==> src/rtl/cfgreg_pkg.sv <==
package cfgreg_pkg;

    localparam int unsigned CFG_W  = 32;
    localparam int unsigned LOCK_W = 2;

    localparam logic [LOCK_W-1:0] LOCK_OPEN = '0;

    typedef struct packed {
        logic [CFG_W-1:0] cfg;
        logic             used;
        logic             viol;
    } cfg_state_t;

endpackage

==> src/rtl/cfg_boot_gate.sv <==
module cfg_boot_gate (
    input  logic clk,
    input  logic rst_n,
    input  logic boot_load,
    input  logic boot_fail,
    input  logic boot_blank,
    input  logic boot_info_vld,
    input  logic used_q,
    output logic first_hit,
    output logic take_word
);

    logic trusted;

    always_comb begin
        trusted   = !boot_fail && !boot_blank && !boot_info_vld;
        first_hit = boot_load && !used_q;
        take_word = first_hit && trusted;
    end


    window_sticky_chk: assert property (@(posedge clk) disable iff (!rst_n)
        used_q |=> used_q);


    window_close_chk: assert property (@(posedge clk) disable iff (!rst_n)
        first_hit |=> used_q);

endmodule

==> src/rtl/cfg_write_gate.sv <==
module cfg_write_gate
    import cfgreg_pkg::*;
(
    input  logic              clk,
    input  logic              rst_n,
    input  logic              wr_en,
    input  logic [LOCK_W-1:0] lock_code,
    input  logic              boot_first,
    output logic              wr_take,
    output logic              viol_hit
);

    logic unlocked;

    always_comb begin
        unlocked = (lock_code == LOCK_OPEN);
        wr_take  = wr_en && unlocked && !boot_first;
        viol_hit = wr_en && !unlocked;
    end


    boot_over_write_chk: assert property (@(posedge clk) disable iff (!rst_n)
        boot_first |-> !wr_take);

endmodule

==> src/rtl/cfg_state_reg.sv <==
module cfg_state_reg
    import cfgreg_pkg::*;
#(
    parameter logic [CFG_W-1:0] RESET_VALUE = 32'h840E_4000
) (
    input  logic             clk,
    input  logic             rst_n,
    input  logic             first_hit,
    input  logic             take_word,
    input  logic [CFG_W-1:0] boot_word,
    input  logic             wr_take,
    input  logic [CFG_W-1:0] wr_data,
    input  logic             viol_hit,
    output cfg_state_t       st_q
);

    cfg_state_t st_d;

    always_comb begin
        st_d = st_q;
        if (take_word) begin
            st_d.cfg = boot_word;
        end else if (wr_take) begin
            st_d.cfg = wr_data;
        end
        if (first_hit) begin
            st_d.used = 1'b1;
        end
        if (viol_hit) begin
            st_d.viol = 1'b1;
        end
    end

    always_ff @(posedge clk or negedge rst_n) begin
        if (!rst_n) begin
            st_q.cfg  <= RESET_VALUE;
            st_q.used <= 1'b0;
            st_q.viol <= 1'b0;
        end else begin
            st_q <= st_d;
        end
    end


    viol_sticky_chk: assert property (@(posedge clk) disable iff (!rst_n)
        st_q.viol |=> st_q.viol);


    viol_set_chk: assert property (@(posedge clk) disable iff (!rst_n)
        viol_hit |=> st_q.viol);

endmodule

==> src/rtl/cfg_boot_reg.sv <==
module cfg_boot_reg
    import cfgreg_pkg::*;
#(
    parameter logic [CFG_W-1:0] RESET_VALUE = 32'h840E_4000,
    parameter int unsigned      PS_LSB      = 21,
    parameter int unsigned      PS_W        = 5,
    parameter int unsigned      SRC_LSB     = 12,
    parameter int unsigned      SRC_W       = 2,
    parameter int unsigned      EVT_LSB     = 8,
    parameter int unsigned      EVT_W       = 2
) (
    input  logic              clk,
    input  logic              rst_n,
    input  logic              boot_load,
    input  logic [CFG_W-1:0]  boot_word,
    input  logic              boot_fail,
    input  logic              boot_blank,
    input  logic              boot_info_vld,
    input  logic [LOCK_W-1:0] lock_code,
    input  logic              wr_en,
    input  logic [CFG_W-1:0]  wr_data,
    output logic [CFG_W-1:0]  cfg_value,
    output logic              lock_viol,
    output logic [PS_W-1:0]   cfg_postscale,
    output logic [SRC_W-1:0]  cfg_clk_src,
    output logic [EVT_W-1:0]  cfg_evt_sel
);

    cfg_state_t st_q;
    logic       first_hit;
    logic       take_word;
    logic       wr_take;
    logic       viol_hit;

    cfg_boot_gate u_boot_gate (
        .clk           (clk),
        .rst_n         (rst_n),
        .boot_load     (boot_load),
        .boot_fail     (boot_fail),
        .boot_blank    (boot_blank),
        .boot_info_vld (boot_info_vld),
        .used_q        (st_q.used),
        .first_hit     (first_hit),
        .take_word     (take_word)
    );

    cfg_write_gate u_write_gate (
        .clk        (clk),
        .rst_n      (rst_n),
        .wr_en      (wr_en),
        .lock_code  (lock_code),
        .boot_first (first_hit),
        .wr_take    (wr_take),
        .viol_hit   (viol_hit)
    );

    cfg_state_reg #(
        .RESET_VALUE (RESET_VALUE)
    ) u_state (
        .clk       (clk),
        .rst_n     (rst_n),
        .first_hit (first_hit),
        .take_word (take_word),
        .boot_word (boot_word),
        .wr_take   (wr_take),
        .wr_data   (wr_data),
        .viol_hit  (viol_hit),
        .st_q      (st_q)
    );

    always_comb begin
        cfg_value     = st_q.cfg;
        lock_viol     = st_q.viol;
        cfg_postscale = st_q.cfg[PS_LSB  +: PS_W];
        cfg_clk_src   = st_q.cfg[SRC_LSB +: SRC_W];
        cfg_evt_sel   = st_q.cfg[EVT_LSB +: EVT_W];
    end


    trusted_load_chk: assert property (@(posedge clk) disable iff (!rst_n)
        (boot_load && !st_q.used && !boot_fail && !boot_blank && !boot_info_vld)
        |=> (cfg_value == $past(boot_word)));


    untrusted_keep_chk: assert property (@(posedge clk) disable iff (!rst_n)
        (boot_load && !st_q.used && (boot_fail || boot_blank || boot_info_vld))
        |=> $stable(cfg_value));


    locked_write_chk: assert property (@(posedge clk) disable iff (!rst_n)
        (wr_en && (lock_code != LOCK_OPEN) && !(boot_load && !st_q.used))
        |=> $stable(cfg_value));


    late_strobe_chk: assert property (@(posedge clk) disable iff (!rst_n)
        (st_q.used && !(wr_en && (lock_code == LOCK_OPEN)))
        |=> $stable(cfg_value));


    field_map_chk: assert property (@(posedge clk) disable iff (!rst_n)
        (cfg_postscale == cfg_value[25:21]) && (cfg_clk_src == cfg_value[13:12])
        && (cfg_evt_sel == cfg_value[9:8]));

endmodule

==> config.mk <==
export PLATFORM = sky130hd
export DESIGN_NAME = cfg_boot_reg
export DESIGN_NICKNAME = d
export VERILOG_FILES = /design/src/rtl/cfgreg_pkg.sv /design/src/rtl/cfg_boot_gate.sv /design/src/rtl/cfg_write_gate.sv /design/src/rtl/cfg_state_reg.sv /design/src/rtl/cfg_boot_reg.sv
export SDC_FILE = /design/constraint.sdc
export NUM_CORES = 1
export LEC_CHECK = 0
export ABC_AREA = 1
export BUFFER_PORTS_ARGS = -buffer_cell sky130_fd_sc_hd__buf_2
export CORE_MARGIN = 2
export CORE_UTILIZATION = 40
export DETAILED_ROUTE_END_ITERATION = 7
export GPL_TIMING_DRIVEN = 0
export PLACE_DENSITY = 0.85
export REMOVE_ABC_BUFFERS = 1
export SLEW_MARGIN = 20
export SYNTH_ARGS = -nofsm -noshare
export SYNTH_HDL_FRONTEND = slang
export SYNTH_SLANG_ARGS = --single-unit
export TNS_END_PERCENT = 1
==> constraint.sdc <==
create_clock -name clk -period 3.1 [get_ports clk]
set_input_delay 0.31 -clock clk [delete_from_list [all_inputs] [get_ports clk]]
set_output_delay 0.31 -clock clk [all_outputs]
set_load 0.01 [all_outputs]
# Yosys cells after proc, flatten, opt, wreduce, memory -nomap -nowiden
# Index checks and enable logic that the tools add are counted.
[totals]
regBits = 34
word_cells = 20
[classes]
mux = 2
n_reduce_logical = 15
[ops]
columns = ["op", "count"]
rows = [
  ["$mux W32", 2],
  ["$logic_and A1 B1 Y1", 7],
  ["$logic_not A1 Y1", 6],
  ["$logic_not A2 Y1", 1],
  ["$reduce_bool A2 Y1", 1],
]

# Longest topological paths before layout
# Gate-level depths: netlist of run 1.
[logic_depth]
depth_word = 6
mapped_depth = 8
depth_no_buf = 7

# Modules after synthesis
# Synthesis of run 1 repeated with hierarchy kept, for this count alone.
[hier_totals]
hier_cells = 205
area_unflattened_um2 = 1706.6
[by_module_without_submodules]
columns = ["mod", "seq_area_each_um2", "cells_per_inst", "area_each_um2", "instances"]
rows = [
  ["cfg_state_reg", 858.3, 180, 1576.5, 1],
  ["cfg_boot_reg", 0.0, 9, 67.6, 1],
  ["cfg_write_gate", 0.0, 9, 33.8, 1],
  ["cfg_boot_gate", 0.0, 7, 28.8, 1],
]

# Worst setup path after synthesis of run 1
# Ideal clock, no wire load.
[synth_path]
path_type = "register to register"
start = "reg, netlist name u_state.st_q[1]"
end = "reg, netlist name u_state.st_q[10]"
arrival_ps = 1081
period_less_slack_ps = 1199
setup_slack_ps = 1901
n_path_buf = 1
stages_incl_launch_ff = 8
cell_sequence = "dfrtp_1 > nor2_4 > nand3_2 > nand2_2 > inv_2 > buf_6 > nand2_1 > nand2_1"
[synth_via]
elab_chain_len = 5
[synth_rtl]
columns = ["element", "line_no", "text"]
rows = [
  ["$logic_not A1 Y1 *", "cfg_boot_gate.sv:17", "first_hit = boot_load && !used_q;"],
  ["$logic_and A1 B1 Y1 *", "cfg_boot_gate.sv:17", ""],
  ["$logic_not A1 Y1", "cfg_write_gate.sv:17", "wr_take = wr_en && unlocked && !boot_first;"],
  ["$logic_and A1 B1 Y1", "cfg_write_gate.sv:17", ""],
  ["$reduce_bool A2 Y1 (no line)", "-", ""],
]
# Mark *: on every way between the ends. The rest lies on a longest branch, timed or not.
# A chain may end at the register's enable or synchronous reset.

# Worst setup path in the final report of run 1
[layout_path]
start = "reg, netlist name u_state.st_q[1]"
end = "reg, netlist name u_state.st_q[25]"
[layout_via]
elab_chain_len = 5
[layout_rtl]
columns = ["element", "line_no"]
rows = [
  ["$logic_not A1 Y1 *", "cfg_boot_gate.sv:17"],
  ["$logic_and A1 B1 Y1 *", "cfg_boot_gate.sv:17"],
  ["$logic_not A1 Y1", "cfg_write_gate.sv:17"],
  ["$logic_and A1 B1 Y1", "cfg_write_gate.sv:17"],
  ["$reduce_bool A2 Y1 (no line)", "-"],
]
# Marks and branches as above.

==> metrics, run 1 <==
setup repair after global routing missed its margin=false; flip-flop count of the largest register after layout=34; routed wirelength normalized by instance count=11.2 um; CTS tree=done; LEAKAGE=1.70 nW; fmax=365 MHz; number of iterations in the first detailed-routing pass=4; largest net degree at the start of global routing=35; total half-perimeter wirelength after legalization and detailed placement=3540 um; number of synthesis warnings=0; max-slew violations=0; grt ovf=0; outcome=completed; CTS Buf Count=5; Clock Sinks=34; endpoint arrival time on the critical path=~2900 ps; antenna violations before repair=0; distinct cell type count of the synthesized netlist=17; sequential cell area fraction in the yosys report=41.4%; Crit-path slowest cell=sky130_fd_sc_hd__nor2_4; post-route minimum period=2740 ps; Antenna Nets Post-Route=0; Filler Cell Count=roughly 500; count of antenna diodes in the layout=0; Top Registers=u_state.st_q: 34 flops; master cell of the clock root buffer=sky130_fd_sc_hd__clkbuf_8; Seq cells post-synth=34; Area growth, synth to finish=28.7%; post-layout net count=466; final hold violation count=0; cell repeated most along the worst path=sky130_fd_sc_hd__nand2_1; initial cell density of the core=between 40% and 50%; level count of the clock H-tree=2; crit path buf inv count=1; instance count after placement with tap cells included=approximately 460; total setup buffers inserted after CTS=0; first-pass GRT wire length=8930 um; data required time of the critical path=3260 ps; core area=0.00504 mm2; max-cap check violation count=0; share of layout cells above drive strength 1=34.3%; die width=roughly 76 um; worst slack at placement=-494 ps; Worst-path clk slew=around 70 ps; Power Density=around 440 mW/mm2; cell family contributing the most delay on the critical path=simple AND/OR/NAND/NOR gates; register name with the most flops=u_state.st_q; capturing element type of the critical path=flop; last weighted congestion value of the routability-driven placer=0.751; endpoints failing setup=0; startpoint class of the critical path=flop; routed via count divided by cell count=between 4 and 5; # IOs=115; total die area=approximately 0.0058 mm2; die extent in y=76.0 um; minimum hold slack=between 90 and 100 ps; Slowest Stage Delay on Critical Path=640 ps; Clock Skew=about 3.7 ps; period utilization=88.3%; Via Count=approximately 2200; final wirelength=5190 um; final-layout setup total negative slack=0 ps; power after layout=0.00118 W; Post-CTS Hold Fix Bufs=0; slack of the critical path=362 ps; initial detailed-routing violation count=slightly below 90; largest fanout on the critical path=33; number of global-route vias before repair=2095; total global routing track utilization=18.8%; worst IR drop on VDD=between 150 and 200 uV; Netlist Area Pre-Place=0.00207 mm2; clock network latency to the later pin of the worst-skew pair=280 ps; standard-cell rows=26; Avg Cell Area, Syn=a little under 7 um2; headroom to the max-slew limit=between 40% and 50%; Clock Path Buffers=2; DRC violation count after routing=0; category of the most critical setup path=reg -> reg; Hold/Removal Path Class=in -> async; cells along the critical path=nor2_4 > nand3_4 > nand2_4 > inv_2 > nand2_1 > nand2_1; number of input and output port buffers inserted=114; Slew @ Worst Pin=around 840 ps; Final Instance Count excl. Fillers=464; Synth Instances=299
==> stage by stage <==
stage               utilization, %  instance area [um2]
detailed placement            50.7                 2560
CTS                           52.8                 2660
floorplan                        -                 1900
finish                        52.9                 2670
global placement              50.6                 2550
global route                  52.9                 2670
==> placed cells by master (no fill, tap or decap) <==
cell / count
sky130_fd_sc_hd__clkinvlp_4: 1
sky130_fd_sc_hd__inv_1: 65
sky130_fd_sc_hd__nand3_1: 33
sky130_fd_sc_hd__clkbuf_8: 6
sky130_fd_sc_hd__o21bai_1: 1
sky130_fd_sc_hd__nor2_1: 1
sky130_fd_sc_hd__dfstp_2: 6
sky130_fd_sc_hd__nand4_1: 32
sky130_fd_sc_hd__nand2_4: 1
sky130_fd_sc_hd__inv_2: 3
sky130_fd_sc_hd__nand2_1: 98
sky130_fd_sc_hd__nor2_4: 2
sky130_fd_sc_hd__clkinv_2: 1
sky130_fd_sc_hd__dfrtp_1: 28
sky130_fd_sc_hd__nand3_4: 1
sky130_fd_sc_hd__buf_2: 114
sky130_fd_sc_hd__clkbuf_1: 1
==> metal layers <==
metal  up-vias  wire length, um  GRT usage, %
li1       1094                -             -
met1       957             2170          20.6
met2        92             2610          35.5
met3        11              308          3.79
met4         0               95          6.91
met5         -                0             0
==> cell families after synthesis <==
family | after synthesis | synth area share (%)
and+or+nand+nor | 168 | 37.2
buffers and inverters | 96 | 21.0
DFF | 34 | 41.4
AOI/OAI and AO/OA | 1 | 0.362
==> cell type report <==
class | count | area, um2 | area share (%)
flip-flops and latches | 34 | 858 | 32.2
clock buffers | 7 | 86.3 | 3.24
clock inverters | 1 | 5.00 | 0.188
repair buffers | 114 | 571 | 21.4
inverters | 69 | 263 | 9.85
multi-input cells | 169 | 796 | 29.8
well taps | 70 | 87.6 | 3.28
==> worst paths after layout <==
path,start,endpoint,slack (ps),cells past startpoint
min in group clk,boot_load,u_state.st_q[1],250,3
max,u_state.st_q[1],u_state.st_q[25],360,6
max reg2reg,u_state.st_q[1],u_state.st_q[25],360,6
max in group asynchronous,rst_n,u_state.st_q[18],2520,1
min,rst_n,u_state.st_q[17],100,1
min reg2reg,u_state.st_q[33],u_state.st_q[33],470,2
==> repair_timing <==
action,4_1_cts,5_1_grt
resized for setup,2,1
endpoints found under the setup margin,32,13
cloned,0,0
==> power by group <==
group / total [W] / switching [W] / internal [W]
combinational: 0.000301 / 0.000171 / 0.000131
clock: 0.000325 / 0.000146 / 0.000179
sequential: 0.000558 / 0.0000386 / 0.000519
==> synthesized netlist by cell type <==
cell	n	share of area (%)
sky130_fd_sc_hd__o21bai_1	1	0.36
sky130_fd_sc_hd__nor2_2	1	0.30
sky130_fd_sc_hd__nand4_1	32	9.7
sky130_fd_sc_hd__nand2_1	98	18
sky130_fd_sc_hd__buf_4	12	4.3
sky130_fd_sc_hd__nand3_1	33	8.0
sky130_fd_sc_hd__inv_2	3	0.54
sky130_fd_sc_hd__clkbuf_1	6	1.1
sky130_fd_sc_hd__nand3_2	1	0.48
sky130_fd_sc_hd__buf_6	3	1.6
sky130_fd_sc_hd__inv_1	66	12
sky130_fd_sc_hd__nand2_2	1	0.30
sky130_fd_sc_hd__dfrtp_1	28	34
sky130_fd_sc_hd__nor2_1	1	0.18
sky130_fd_sc_hd__nor2_4	1	0.54
sky130_fd_sc_hd__buf_2	6	1.4
sky130_fd_sc_hd__dfstp_2	6	7.6
(Power assumes the default switching activity.)
==> inputs of run 2 (changes only) <==
- CTS_BUF_LIST: not set -> sky130_fd_sc_hd__clkbuf_8
- SETUP_SLACK_MARGIN: not set -> 0.15
==> run 2 against run 1 <==
Against the previous run: total power about the same; final area increased by 0.23%; first-iteration DRC count increased by 25%; combinational power about the same; fmax increased by 9.7%; cell count increased by 0.22%; largest power group unchanged.
==> metrics, run 2 (synthesized netlist as in run 1, its figures left out) <==
depth of the worst register-to-register path=6 (unchanged); startpoint class of the critical path=flop; logic gate share of total power=25.5% (about the same); Power Density=443 mW/mm2 (-0.26%); power share of the clock group=27.4% (about the same); Reg2Reg Capture Point=u_state.st_q[25]; period utilization=80.5% (-7.8 points); switching part of the total=30.3% (+0.26 points); Crit-path slowest cell=sky130_fd_sc_hd__dfrtp_1; Slew @ Worst Pin=837 ps (-3.93 ps); setup slack, reg-to-reg=600 ps (+240 ps); post-route minimum period=2500 ps (-242 ps); total half-perimeter wirelength after legalization and detailed placement=3540 um (unchanged); Clock Path Buffers=2 (unchanged); headroom to the max-slew limit=44.1% (+0.26 points); share of layout cells above drive strength 1=34.4% (+0.17 points); Worst-path clk slew=70 ps (about the same); setup repair after global routing missed its margin=false; total die area=0.00577 mm2 (unchanged); master cell of the clock root buffer=sky130_fd_sc_hd__clkbuf_8; routed wirelength normalized by instance count=11.7 um (+4.6%); category of the most critical setup path=reg -> reg; post-layout net count=467 (+0.21%); NetSw=0.000358 W (+0.85%); DRC violation count after routing=0 (unchanged); CTS tree=done; Top Registers=u_state.st_q: 34 flops; first-pass GRT wire length=8930 um (unchanged); register name with the most flops=u_state.st_q; most frequent cells in the layout=sky130_fd_sc_hd__buf_2 (114), sky130_fd_sc_hd__nand2_1 (98), sky130_fd_sc_hd__inv_1 (66); number of global-route vias before repair=2095 (unchanged); slack of the critical path=604 ps (+242 ps); Clock Skew=4.43 ps (+0.715 ps); Util after Layout=53.0% (+0.12 points); LEAKAGE=1.71 nW (+0.40%); cell repeated most along the worst path=sky130_fd_sc_hd__nand2_1; largest net degree at the start of global routing=35 (unchanged); routed via count divided by cell count=4.74 (+2.1%); grt ovf=0 (unchanged); Hold/Removal Path Class=in -> async; Clock Sinks=34 (unchanged); post-placement cell area=0.00256 mm2 (unchanged); final-layout setup total negative slack=0 ps (unchanged); outcome=completed; flip-flop count of the largest register after layout=34 (unchanged); initial cell density of the core=41.1% (unchanged); die width=76.0 um (unchanged); initial detailed-routing violation count=111 (+25%); final hold violation count=0 (unchanged); last weighted congestion value of the routability-driven placer=0.751 (unchanged); Final Cell Area=0.00267 mm2 (+0.23%); fmax=401 MHz (+9.7%); number of input and output port buffers inserted=114 (unchanged); Post-CTS Hold Fix Bufs=0 (unchanged); count of antenna diodes in the layout=0 (unchanged); antenna violations before repair=0 (unchanged); data required time of the critical path=3260 ps (about the same); clock network latency to the later pin of the worst-skew pair=280 ps (about the same); # IOs=115 (unchanged); Slowest Stage Delay on Critical Path=470 ps (-170 ps); final wirelength=5440 um (+4.8%); endpoint arrival time on the critical path=2660 ps (-240 ps); level count of the clock H-tree=2 (unchanged); Area growth, synth to finish=29.0%; die extent in y=76.0 um (unchanged); capturing element type of the critical path=flop; largest fanout on the critical path=33 (unchanged); most common cell after layout, fill and taps aside=sky130_fd_sc_hd__buf_2; cells along the critical path=nor2_4 > nand3_4 > nand2_4 > inv_2 > nand2_1 > nand2_1; endpoints failing setup=0 (unchanged); max-slew violations=0 (unchanged); standard-cell rows=26 (unchanged); worst slack at placement=-494 ps (unchanged); Antenna Nets Post-Route=0 (unchanged); internal power summed over all cells=0.000825 W (-0.40%); Reg2Reg Launch Point=u_state.st_q[1]; Via Count=2205 (+2.4%); core area=0.00504 mm2 (unchanged); number of iterations in the first detailed-routing pass=4 (unchanged); worst IR drop on VDD=177 uV (+0.83%); minimum hold slack=92.5 ps (-3.02 ps); total global routing track utilization=18.8% (unchanged); max-cap check violation count=0 (unchanged); part of the total power dissipated in sequential elements=47.1% (about the same); total setup buffers inserted after CTS=0 (unchanged); CTS Buf Count=5 (unchanged)
-- run 2: routing by layer --
metal | global-route usage (%) | share of wire, % | vias up
li1 | - | - | 1096
met4 | 6.91 | 1.4 | 0
met3 | 3.79 | 6.3 | 9
met2 | 35.5 | 51 | 97
met5 | 0 | 0 | -
met1 | 20.6 | 42 | 1003
-- run 2: timing repair --
item	CTS	global route
gates resized for setup	2	1
pin swaps	0	1
setup endpoints to repair	32	32
cloned	0	1
-- run 2: worst max-delay path by stage --
| stage | endpoint | from | cells after the start | slack (ps) |
|---|---|---|---|---|
| floorplan | u_state.st_q[10] | boot_blank | 6 | 530 |
| global placement | u_state.st_q[29] | boot_blank | 7 | -660 |
| detailed placement | u_state.st_q[25] | boot_fail | 7 | -490 |
| CTS | u_state.st_q[25] | u_state.st_q[1] | 6 | 340 |
| global route | u_state.st_q[25] | u_state.st_q[1] | 6 | 360 |
| finish | u_state.st_q[25] | u_state.st_q[1] | 6 | 600 |
-- run 2: power by group through the flow --
stage / registers, W / clock network [W] / logic (W)
finish: 0.000558 / 0.000324 / 0.000302
global route: 0.000568 / 0.000360 / 0.000339
CTS: 0.000558 / 0.000336 / 0.000304
detailed placement: 0.000564 / 0 / 0.000303
global placement: 0.000564 / 0 / 0.000293
floorplan: 0.000608 / 0 / 0.0000962
-- run 2: worst max-delay path: cells and delay by family, from the launching register on --
family / cells / cell delay [ps]
buf+inv: 1 / 340
simple gates: 5 / 1560
flops: 1 / 470
-- run 2: stage by stage --
step / total power (W) / instances
floorplan: 0.000704 / 272
global placement: 0.000857 / 456
detailed placement: 0.000867 / 456
CTS: 0.00120 / 464
global route: 0.00127 / 465
finish: 0.00118 / 465
-- run 2: area by class of cell --
| type | instances | area [um2] |
|---|---|---|
| clock buffer | 6 | 82.6 |
| clock inverter | 2 | 8.76 |
| fill | 512 | 2370 |
| inverter | 69 | 263 |
| multi-input combinational | 170 | 802 |
| sequential | 34 | 858 |
| tap | 70 | 87.6 |
| timing repair buffer | 114 | 571 |
